$ cat src/rtl/ps2x_pkg.sv
package ps2x_pkg;

   typedef enum logic [1:0] {
      TX_IDLE,
      TX_INHIBIT,
      TX_SHIFT,
      TX_ACK
   } tx_state_e;

   // Bit that makes the total count of ones in {par, b} odd.
   function automatic logic odd_par(input logic [7:0] b);
      return ~(^b);
   endfunction

endpackage

$ cat src/rtl/ps2x_sync.sv
module ps2x_sync #(
   parameter int STAGES = 2,
   parameter int W      = 2
) (
   input  logic         clk,
   input  logic         rst_n,
   input  logic [W-1:0] d,
   output logic [W-1:0] q
);

   if (STAGES < 2) begin : g_bad_stages
      $error("ps2x_sync: STAGES must be at least 2");
   end

   logic [STAGES-1:0][W-1:0] pipe_q;

   // Idle lines float high, so reset loads ones.
   always_ff @(posedge clk or negedge rst_n) begin
      if (!rst_n) begin
         pipe_q <= '1;
      end else begin
         pipe_q[0] <= d;
         for (int s = 1; s < STAGES; s++) begin
            pipe_q[s] <= pipe_q[s-1];
         end
      end
   end

   assign q = pipe_q[STAGES-1];

endmodule

$ cat src/rtl/ps2x_rx.sv
module ps2x_rx #(
   parameter int STALL_CYC = 125000
) (
   input  logic       clk,
   input  logic       rst_n,
   input  logic       enable,
   input  logic       fall,
   input  logic       line_dat,
   output logic       valid,
   output logic [7:0] data,
   output logic       perr,
   output logic       stall_err
);

   localparam int SW = $clog2(STALL_CYC + 1);

   if (STALL_CYC < 2) begin : g_bad_stall
      $error("ps2x_rx: STALL_CYC must be at least 2");
   end

   logic          active_q;
   logic [3:0]    idx_q;    // next bit index, 1..10
   logic [8:0]    shift_q;  // parity in [8], data bit 0 in [0] when full
   logic [SW-1:0] quiet_q;

   always_ff @(posedge clk or negedge rst_n) begin
      if (!rst_n) begin
         active_q  <= 1'b0;
         idx_q     <= '0;
         shift_q   <= '0;
         quiet_q   <= '0;
         valid     <= 1'b0;
         data      <= '0;
         perr      <= 1'b0;
         stall_err <= 1'b0;
      end else begin
         valid     <= 1'b0;
         perr      <= 1'b0;
         stall_err <= 1'b0;
         if (!enable) begin
            active_q <= 1'b0;
            quiet_q  <= '0;
         end else if (fall) begin
            quiet_q <= '0;
            if (!active_q) begin
               if (!line_dat) begin
                  active_q <= 1'b1;
                  idx_q    <= 4'd1;
               end
            end else if (idx_q == 4'd10) begin
               active_q <= 1'b0;
               valid    <= 1'b1;
               data     <= shift_q[7:0];
               perr     <= ~(^shift_q);
            end else begin
               shift_q <= {line_dat, shift_q[8:1]};
               idx_q   <= idx_q + 4'd1;
            end
         end else if (active_q) begin
            if (quiet_q == SW'(STALL_CYC - 1)) begin
               active_q  <= 1'b0;
               stall_err <= 1'b1;
               quiet_q   <= '0;
            end else begin
               quiet_q <= quiet_q + 1'b1;
            end
         end
      end
   end

endmodule

$ cat src/rtl/ps2x_tx.sv
module ps2x_tx
   import ps2x_pkg::*;
#(
   parameter int INHIBIT_CYC = 12500,
   parameter int LIMIT_CYC   = 250000
) (
   input  logic       clk,
   input  logic       rst_n,
   input  logic       req,
   input  logic [7:0] byte_in,
   input  logic       fall,
   input  logic       line_dat,
   output logic       clk_oe,
   output logic       dat_oe,
   output logic       busy,
   output logic       done,
   output logic       timeout
);

   localparam int IW      = $clog2(INHIBIT_CYC + 1);
   localparam int LW      = $clog2(LIMIT_CYC + 1);
   localparam int FRAME_W = 10;   // data, parity, stop

   tx_state_e           state_q;
   logic [IW-1:0]       inh_q;
   logic [LW-1:0]       lim_q;
   logic [FRAME_W-1:0]  frame_q;
   logic [3:0]          sent_q;

   always_ff @(posedge clk or negedge rst_n) begin
      if (!rst_n) begin
         state_q <= TX_IDLE;
         inh_q   <= '0;
         lim_q   <= '0;
         frame_q <= '1;
         sent_q  <= '0;
         clk_oe  <= 1'b0;
         dat_oe  <= 1'b0;
         done    <= 1'b0;
         timeout <= 1'b0;
      end else begin
         done    <= 1'b0;
         timeout <= 1'b0;
         if (state_q == TX_IDLE) begin
            if (req) begin
               frame_q <= {1'b1, odd_par(byte_in), byte_in};
               inh_q   <= '0;
               lim_q   <= '0;
               clk_oe  <= 1'b1;
               dat_oe  <= 1'b0;
               state_q <= TX_INHIBIT;
            end
         end else if (state_q == TX_ACK && fall && !line_dat) begin
            done    <= 1'b1;
            clk_oe  <= 1'b0;
            dat_oe  <= 1'b0;
            state_q <= TX_IDLE;
         end else if (lim_q == LW'(LIMIT_CYC - 1)) begin
            timeout <= 1'b1;
            clk_oe  <= 1'b0;
            dat_oe  <= 1'b0;
            state_q <= TX_IDLE;
         end else begin
            lim_q <= lim_q + 1'b1;
            case (state_q)
               TX_INHIBIT: begin
                  if (inh_q == IW'(INHIBIT_CYC - 1)) begin
                     clk_oe  <= 1'b0;
                     dat_oe  <= 1'b1;      // start bit
                     sent_q  <= '0;
                     state_q <= TX_SHIFT;
                  end else begin
                     inh_q <= inh_q + 1'b1;
                  end
               end
               TX_SHIFT: begin
                  if (fall) begin
                     dat_oe  <= ~frame_q[0];
                     frame_q <= {1'b1, frame_q[FRAME_W-1:1]};
                     sent_q  <= sent_q + 4'd1;
                     if (sent_q == 4'(FRAME_W - 1)) begin
                        state_q <= TX_ACK;
                     end
                  end
               end
               default: ;
            endcase
         end
      end
   end

   assign busy = (state_q != TX_IDLE);

endmodule

$ cat src/rtl/ps2_link_engine.sv
module ps2_link_engine #(
   parameter int SYNC_STAGES  = 2,
   parameter int INHIBIT_CYC  = 12500,
   parameter int TX_LIMIT_CYC = 250000,
   parameter int RX_STALL_CYC = 125000
) (
   input  logic       clk,
   input  logic       rst_n,
   input  logic       ps2_clk_i,
   input  logic       ps2_dat_i,
   input  logic       tx_req,
   input  logic [7:0] tx_byte,
   output logic       ps2_clk_oe,
   output logic       ps2_dat_oe,
   output logic       tx_busy,
   output logic       tx_done,
   output logic       err_tx_timeout,
   output logic       rx_valid,
   output logic [7:0] rx_byte,
   output logic       err_parity,
   output logic       err_rx_timeout
);

   if (INHIBIT_CYC < 1) begin : g_bad_inhibit
      $error("ps2_link_engine: INHIBIT_CYC must be at least 1");
   end
   if (TX_LIMIT_CYC <= INHIBIT_CYC) begin : g_bad_limit
      $error("ps2_link_engine: TX_LIMIT_CYC must exceed INHIBIT_CYC");
   end

   logic [1:0] line_s;
   logic       clk_prev_q;
   logic       clk_fall;

   ps2x_sync #(.STAGES(SYNC_STAGES), .W(2)) u_sync (
      .clk   (clk),
      .rst_n (rst_n),
      .d     ({ps2_dat_i, ps2_clk_i}),
      .q     (line_s)
   );

   always_ff @(posedge clk or negedge rst_n) begin
      if (!rst_n) clk_prev_q <= 1'b1;
      else        clk_prev_q <= line_s[0];
   end

   assign clk_fall = clk_prev_q & ~line_s[0];

   ps2x_tx #(.INHIBIT_CYC(INHIBIT_CYC), .LIMIT_CYC(TX_LIMIT_CYC)) u_tx (
      .clk      (clk),
      .rst_n    (rst_n),
      .req      (tx_req),
      .byte_in  (tx_byte),
      .fall     (clk_fall),
      .line_dat (line_s[1]),
      .clk_oe   (ps2_clk_oe),
      .dat_oe   (ps2_dat_oe),
      .busy     (tx_busy),
      .done     (tx_done),
      .timeout  (err_tx_timeout)
   );

   ps2x_rx #(.STALL_CYC(RX_STALL_CYC)) u_rx (
      .clk       (clk),
      .rst_n     (rst_n),
      .enable    (~tx_busy),
      .fall      (clk_fall),
      .line_dat  (line_s[1]),
      .valid     (rx_valid),
      .data      (rx_byte),
      .perr      (err_parity),
      .stall_err (err_rx_timeout)
   );

endmodule

$ cat config.mk
export PLATFORM = sky130hd
export DESIGN_NAME = ps2_link_engine
export DESIGN_NICKNAME = d
export VERILOG_FILES = /design/src/rtl/ps2x_pkg.sv /design/src/rtl/ps2x_sync.sv /design/src/rtl/ps2x_rx.sv /design/src/rtl/ps2x_tx.sv /design/src/rtl/ps2_link_engine.sv
export SDC_FILE = /design/constraint.sdc
export NUM_CORES = 1
export LEC_CHECK = 0
export ABC_CLOCK_PERIOD_IN_PS = 2500
export BUFFER_PORTS_ARGS = -buffer_cell sky130_fd_sc_hd__clkbuf_2
export CORE_MARGIN = 8
export CORE_UTILIZATION = 25
export CTS_CLUSTER_SIZE = 8
export DETAILED_ROUTE_END_ITERATION = 10
export PLACE_DENSITY = 0.5
export SKIP_CTS_REPAIR_TIMING = 1
export SYNTH_ARGS = -nofsm -noshare
export SYNTH_HDL_FRONTEND = slang
export SYNTH_SLANG_ARGS = --single-unit
$ cat constraint.sdc
create_clock -name clk -period 2.5 [get_ports clk]
set_input_delay 0.125 -clock clk [delete_from_list [all_inputs] [get_ports clk]]
set_output_delay 0.125 -clock clk [all_outputs]
set_load 0.01 [all_outputs]
==> impl_metrics.yaml, run 1 <==
status:
  status: "completed"
critical_path:
  path_class: "flip-flop to flip-flop"
  crit_path_start_kind: "flip-flop"
  regToRegSetupSlack_ns: 0.23
  r2r-end: "u_tx.inh_q[7]"
  crit_path_start: "u_tx.state_q[0]"
  cp_max_fo: 7
  r2r_start: "u_tx.state_q[0]"
  endpoint: "u_tx.inh_q[7]"
  critPathRequiredTime_ns: 2.70
  end_kind: "flip-flop"
  arrival_ns: 2.46
  ff2ff_path_depth: 6
global_route:
  overflow: 0
  grt_pass1_wl_um: 19400
  grt_start_max_net_pins: 56
  grt_use_total_pct: 8.98
  grt_pass1_vias: 3880
  antenna_found_initial: 0
die:
  fp-row-count: 52
  start_util_pct: 25.5
  ioPinCount: 29
  core_area_um2: 20300
  die_h_um: 160
  die_area_um2: 25600
  fp.dieW_um: 160
final_layout:
  drive_gt1_share_pct: 22.7
  synthToLayoutAreaGrowth_pct: 15.6
  diodes: 0
  nets: 553
  fin_cells: 804
  stdcell_area_um2: 6000
  num-fill-cells: 2131
sta:
  worst_slew_pin_slew_ns: 0.592
  max_freq_mhz: 441
  rsz0062_at_grt: "no"
  max_slew_margin_pct: 60.5
  skew_ns: 0.0107
  worst_slack_ns: 0.233
  final-hold-violation-count: 0
  slew_viol_final: 0
  finalCriticalPeriod_ns: 2.27
  tns_ns: 0
  fin_crit_sh_pct: 90.7
  finalSetupViolCount: 0
yosys:
  synth_area_leaders: "dfrtp_1, mux2_2, dfstp_2, nand2_1, mux2i_1"
  synth_top_area_cell: "dfrtp_1"
  ys_seq_elements: 98
  yosysSeqAreaShare_pct: 47.6
  yosys-top-cells-count: "dfrtp_1, nand2_1, mux2_2, nand3_1, inv_1"
  syn_area_um2: 5190
  netlist.area_leader.share_pct: 40.5
  synth_compound_area_share_pct: 12.5
  muxShareOfSynthArea_pct: 10.3
  synth_nets: 517
  synth_edf_count: 0
  post_synth_xor_area_fraction_pct: 3.38
  synth_top_family_by_area: "simple AND/OR/NAND/NOR gates"
  synth_top_flop_cell: "dfrtp_1"
  yosysWarnings: 0
  synth-adder-area-share_pct: 2.65
  synth-simple-area-share_pct: 19.3
  async_reset_ff_share_pct: 100
  ys_types: 67
  synth.avg_cell_area_um2: 10.5
  syn_inst: 493
  synth_most_common_cell: "dfrtp_1"
placement:
  place_area_um2: 5650
  place.gp.congestion: 0.801
  dp_hpwl_um: 8110
  place_inst: 785
  io_buffers: 28
  dp_slack_ns: 0.226
route:
  drc: 0
  wl_per_cell_um: 14.1
  top_layer: "met4"
  viasPerCell: 4.75
  met3_length_um: 452
  routed_wl_um: 11400
  vias: 3821
  initialDrtViolationCount: 179
  drt_first_pass_iters: 4
  wl_met1_um: 5500
  met2_length_um: 5260
  drt.antenna.violating_nets: 0
pwr:
  power.density_nw_per_um2: 519
  irDropWorstVdd_v: 0.000321
  power.leakage_nw: 2.58
clocking:
  h-tree-depth: 3
  numCtsBuffers: 9
  clock_sinks: 98
  cts-root-buf: "clkbuf_16"
  cts_tree: "built"
  clock_path_buffers: 2
  clk_pin_slew_ns: 0.07
  insertion_delay_ns: 0.34
run:
  drv_cap: 0
min_path:
  min-delay-start: "tx_req"
  hold_path.class: "input pin to flip-flop"
layer usage:
layer / vias up / global-route usage [%]
met5: - / 0
met3: 12 / 1.62
met1: 1844 / 12.3
met2: 88 / 13.9
met4: 0 / 3.23
li1: 1877 / -
cells by family after synthesis:
family	after synthesis
mux	49
flops	98
buf+inv	43
fa+ha+maj	11
xor+xnor	20
simple gates	180
compound gates	92
flip-flops by register name, summed over array words and instances, names as in the netlist, 2 cells and up:
signal / count
u_tx.state_q: 2
u_rx.data: 8
u_tx.sent_q: 4
u_sync.q: 2
u_tx.frame_q: 9
u_tx.inh_q: 14
u_rx.idx_q: 4
u_tx.lim_q: 18
u_sync.pipe_q: 2
u_rx.shift_q: 9
u_rx.quiet_q: 17
metrics by stage:
stage | util (%) | power (mW) | hold slack, ns
2_1_floorplan | - | 1.65 | -0.171
6_report | 29.5 | 3.12 | 0.119
4_1_cts | 29.4 | 3.17 | -0.192
5_1_grt | 29.5 | 3.23 | 0.131
3_5_place_dp | 27.8 | 1.71 | 0.186
3_3_place_gp | 27.8 | 1.70 | 0.175
cells in the final DEF (no fill, tap or decap), types with 14 or more instances in the layout:
cell	n
a21oi_1	17
buf_4	14
clkbuf_2	27
dfrtp_1	84
dfstp_2	14
inv_1	23
mux2_2	34
mux2i_1	15
nand2_1	47
nand3_1	27
nand4_1	15
nor2_1	19
o21ai_0	22
xnor2_1	16
critical path, cell delays in order (launching register included):
cell and delay (ns):
dfrtp_1 0.43, ha_1 0.22, and4bb_1 0.25, nor2_1 0.26, o211ai_1 0.25, o21ai_1 0.52, o221ai_1 0.20
worst min path at each step:
stage                                to  slack (ns)  cells after the start
final                       u_tx.clk_oe        0.12                      3
after CTS                 u_tx.inh_q[9]       -0.19                      1
after global placement    u_tx.inh_q[9]        0.17                      1
after floorplan           u_rx.active_q       -0.17                      0
after global routing        u_tx.clk_oe        0.13                      3
after detailed placement  u_tx.inh_q[9]        0.19                      1
area by class of cell:
type                            instances  area, um^2  area share, %
Tap cell                              270         338           5.63
Clock buffer                           10         239           3.98
Timing Repair Buffer                   45         290           4.84
Multi-Input combinational cell        352        2500           41.7
Sequential cell                        98        2470           41.2
Clock inverter                          6        72.6           1.21
Inverter                               23        86.3           1.44
report_power, final:
part	switching [mW]	total, mW	internal (mW)
clock network	0.625	1.44	0.814
registers	0.00266	1.60	1.59
logic	0.0511	0.0802	0.0291
(Power assumes the default switching activity.)
==> inputs of run 2 (changes only) <==
ABC_CLOCK_PERIOD_IN_PS = 2300   (was 2500)
clock period = 2.3 ns   (was 2.5 ns; I/O delays follow)
==> run 2 against run 1 <==
Net effect:
- die area unchanged
- maximum frequency increased by 4.5%
- total power increased by 9.3%
- routed wire length increased by 3.1%
- register-to-register slack got worse by 0.10 ns
- core utilization increased by 0.60 points
- final cell count increased by 1.6%
- highest routed layer unchanged
- clock power increased by 10%
- largest cell class unchanged
==> impl_metrics.yaml, run 2 (synthesized netlist as in run 1, its figures left out) <==
route:
  drt_first_pass_iters: 5
  initialDrtViolationCount: 220
  viasPerCell: 4.81
  drc: 0
  routed_wl_um: 11700
  vias: 3928
  wl_per_cell_um: 14.3
  drt.antenna.violating_nets: 0
run:
  drv_cap: 0
sta:
  finalSetupViolCount: 0
  tns_ns: 0
  max_freq_mhz: 461
  final-hold-violation-count: 0
  skew_ns: 0.00593
  worst_slack_ns: 0.131
  whs_ns: 0.0848
  slew_viol_final: 0
  worst_slew_pin_slew_ns: 0.594
  finalCriticalPeriod_ns: 2.17
  rsz0062_at_grt: "no"
  max_slew_margin_pct: 60.4
  fin_crit_sh_pct: 94.3
placement:
  dp_slack_ns: 0.00671
  io_buffers: 28
  dp_hpwl_um: 8240
  place_area_um2: 5730
  place.gp.congestion: 0.819
  place_inst: 794
final_layout:
  largest_reg_flops: 18
  mostFrequentLayoutCells: "dfrtp_1, nand2_1, mux2_2, nand3_1, clkbuf_2"
  synthToLayoutAreaGrowth_pct: 18.0
  multi_input_area_um2: 2510
  stdcell_area_um2: 6120
  fin_cells: 817
  nets: 566
  largestRegisters: "u_tx.lim_q (18), u_rx.quiet_q (17), u_tx.inh_q (14)"
  diodes: 0
  regArea_um2: 2470
  num-fill-cells: 2148
  final_common_cell: "dfrtp_1"
  top_register: "u_tx.lim_q"
  drive_gt1_share_pct: 25.2
  postLayoutCoreUtil_pct: 30.1
global_route:
  antenna_found_initial: 0
  overflow: 0
  grt_pass1_vias: 4074
  grt_start_max_net_pins: 99
  grt_pass1_wl_um: 20200
  grt_use_total_pct: 9.39
min_path:
  hold_path.class: "input pin to flip-flop"
critical_path:
  cp_cell_sequence: "ha_1, and4bb_1, or2_2, a21oi_4, buf_12, nand2_1, o311ai_1"
  path_class: "flip-flop to flip-flop"
  arrival_ns: 2.42
  cp_max_fo: 16
  cpMaxStageDelayCell: "dfrtp_1"
  critPathRequiredTime_ns: 2.55
  crit_path_start_kind: "flip-flop"
  cpPeakStageDelay_ns: 0.44
  end_kind: "flip-flop"
die:
  fp.dieW_um: 160
  ioPinCount: 29
  core_area_um2: 20300
  die_h_um: 160
  start_util_pct: 25.5
  fp-row-count: 52
  die_area_um2: 25600
pwr:
  share_comb_of_total_power_pct: 2.4
  sw_frac_of_total_pct: 22.7
  power.leakage_nw: 2.65
  irDropWorstVdd_v: 0.000343
  totalPowerFinal_mw: 3.40
  p_int_mw: 2.63
  p_seq_share_pct: 50.9
  pwr-share-clk_pct: 46.7
  power.density_nw_per_um2: 556
  power_switching_mw: 0.774
clocking:
  cts_tree: "built"
  h-tree-depth: 3
  cts-root-buf: "clkbuf_16"
  clk_pin_slew_ns: 0.07
  insertion_delay_ns: 0.35
  numCtsBuffers: 9
  clock_path_buffers: 2
  clock_sinks: 98
status:
  status: "completed"
## run 2: cell types whose count changed in the layout (fill, tap and decap cells not counted), sizes merged
cell      before  now
buf           15   28
inv           25   28
clkbuf        37   36
clkinv         2    1
clkinvlp       1    0
## run 2: cell type report
class	instances	area share, %
inverters	23	1.41
flip-flops and latches	98	40.4
clock inverters	7	1.37
multi-input cells	352	41.1
repair buffers	58	6.54
clock buffers	9	3.68
well taps	270	5.52
## run 2: power by group through the flow
stage	Combinational (mW)	Clock (mW)	Sequential, mW
global placement	0.0825	0	1.77
detailed placement	0.0830	0	1.77
global route	0.0952	1.72	1.73
CTS	0.0831	1.64	1.73
finish	0.0824	1.59	1.73
floorplan	0.0264	0	1.77
## run 2: worst max-delay path, delay by kind of cell, from the launching register on
| family | cells | cell delay (ns) |
|---|---|---|
| buffers and inverters | 1 | 0.17 |
| AOI/OAI and AO/OA | 2 | 0.50 |
| DFF | 1 | 0.44 |
| and+or+nand+nor | 3 | 0.72 |
| adders and majority gates | 1 | 0.22 |
## run 2: per-layer routing
metal,part of all wire [%],vias up,GRT usage [%]
met1,48,1929,12.2
met2,46,79,14.8
met5,0,-,0
met4,2.3,0,4.67
li1,-,1900,-
met3,3.7,20,1.70
## run 2: path summary, 6_finish.rpt
path,startpoint,endpoint,slack (ns),depth (start not counted)
worst max-delay path,u_tx.state_q[0],u_tx.sent_q[3],0.13,7
max in group asynchronous,rst_n,u_tx.lim_q[10],1.49,3
worst min register to register,u_sync.pipe_q[1],u_sync.q[1],0.36,0
min in group asynchronous,rst_n,u_tx.inh_q[0],0.30,3
worst max register to register,u_tx.state_q[0],u_tx.sent_q[3],0.13,7
worst min-delay path,tx_req,u_tx.clk_oe,0.08,3
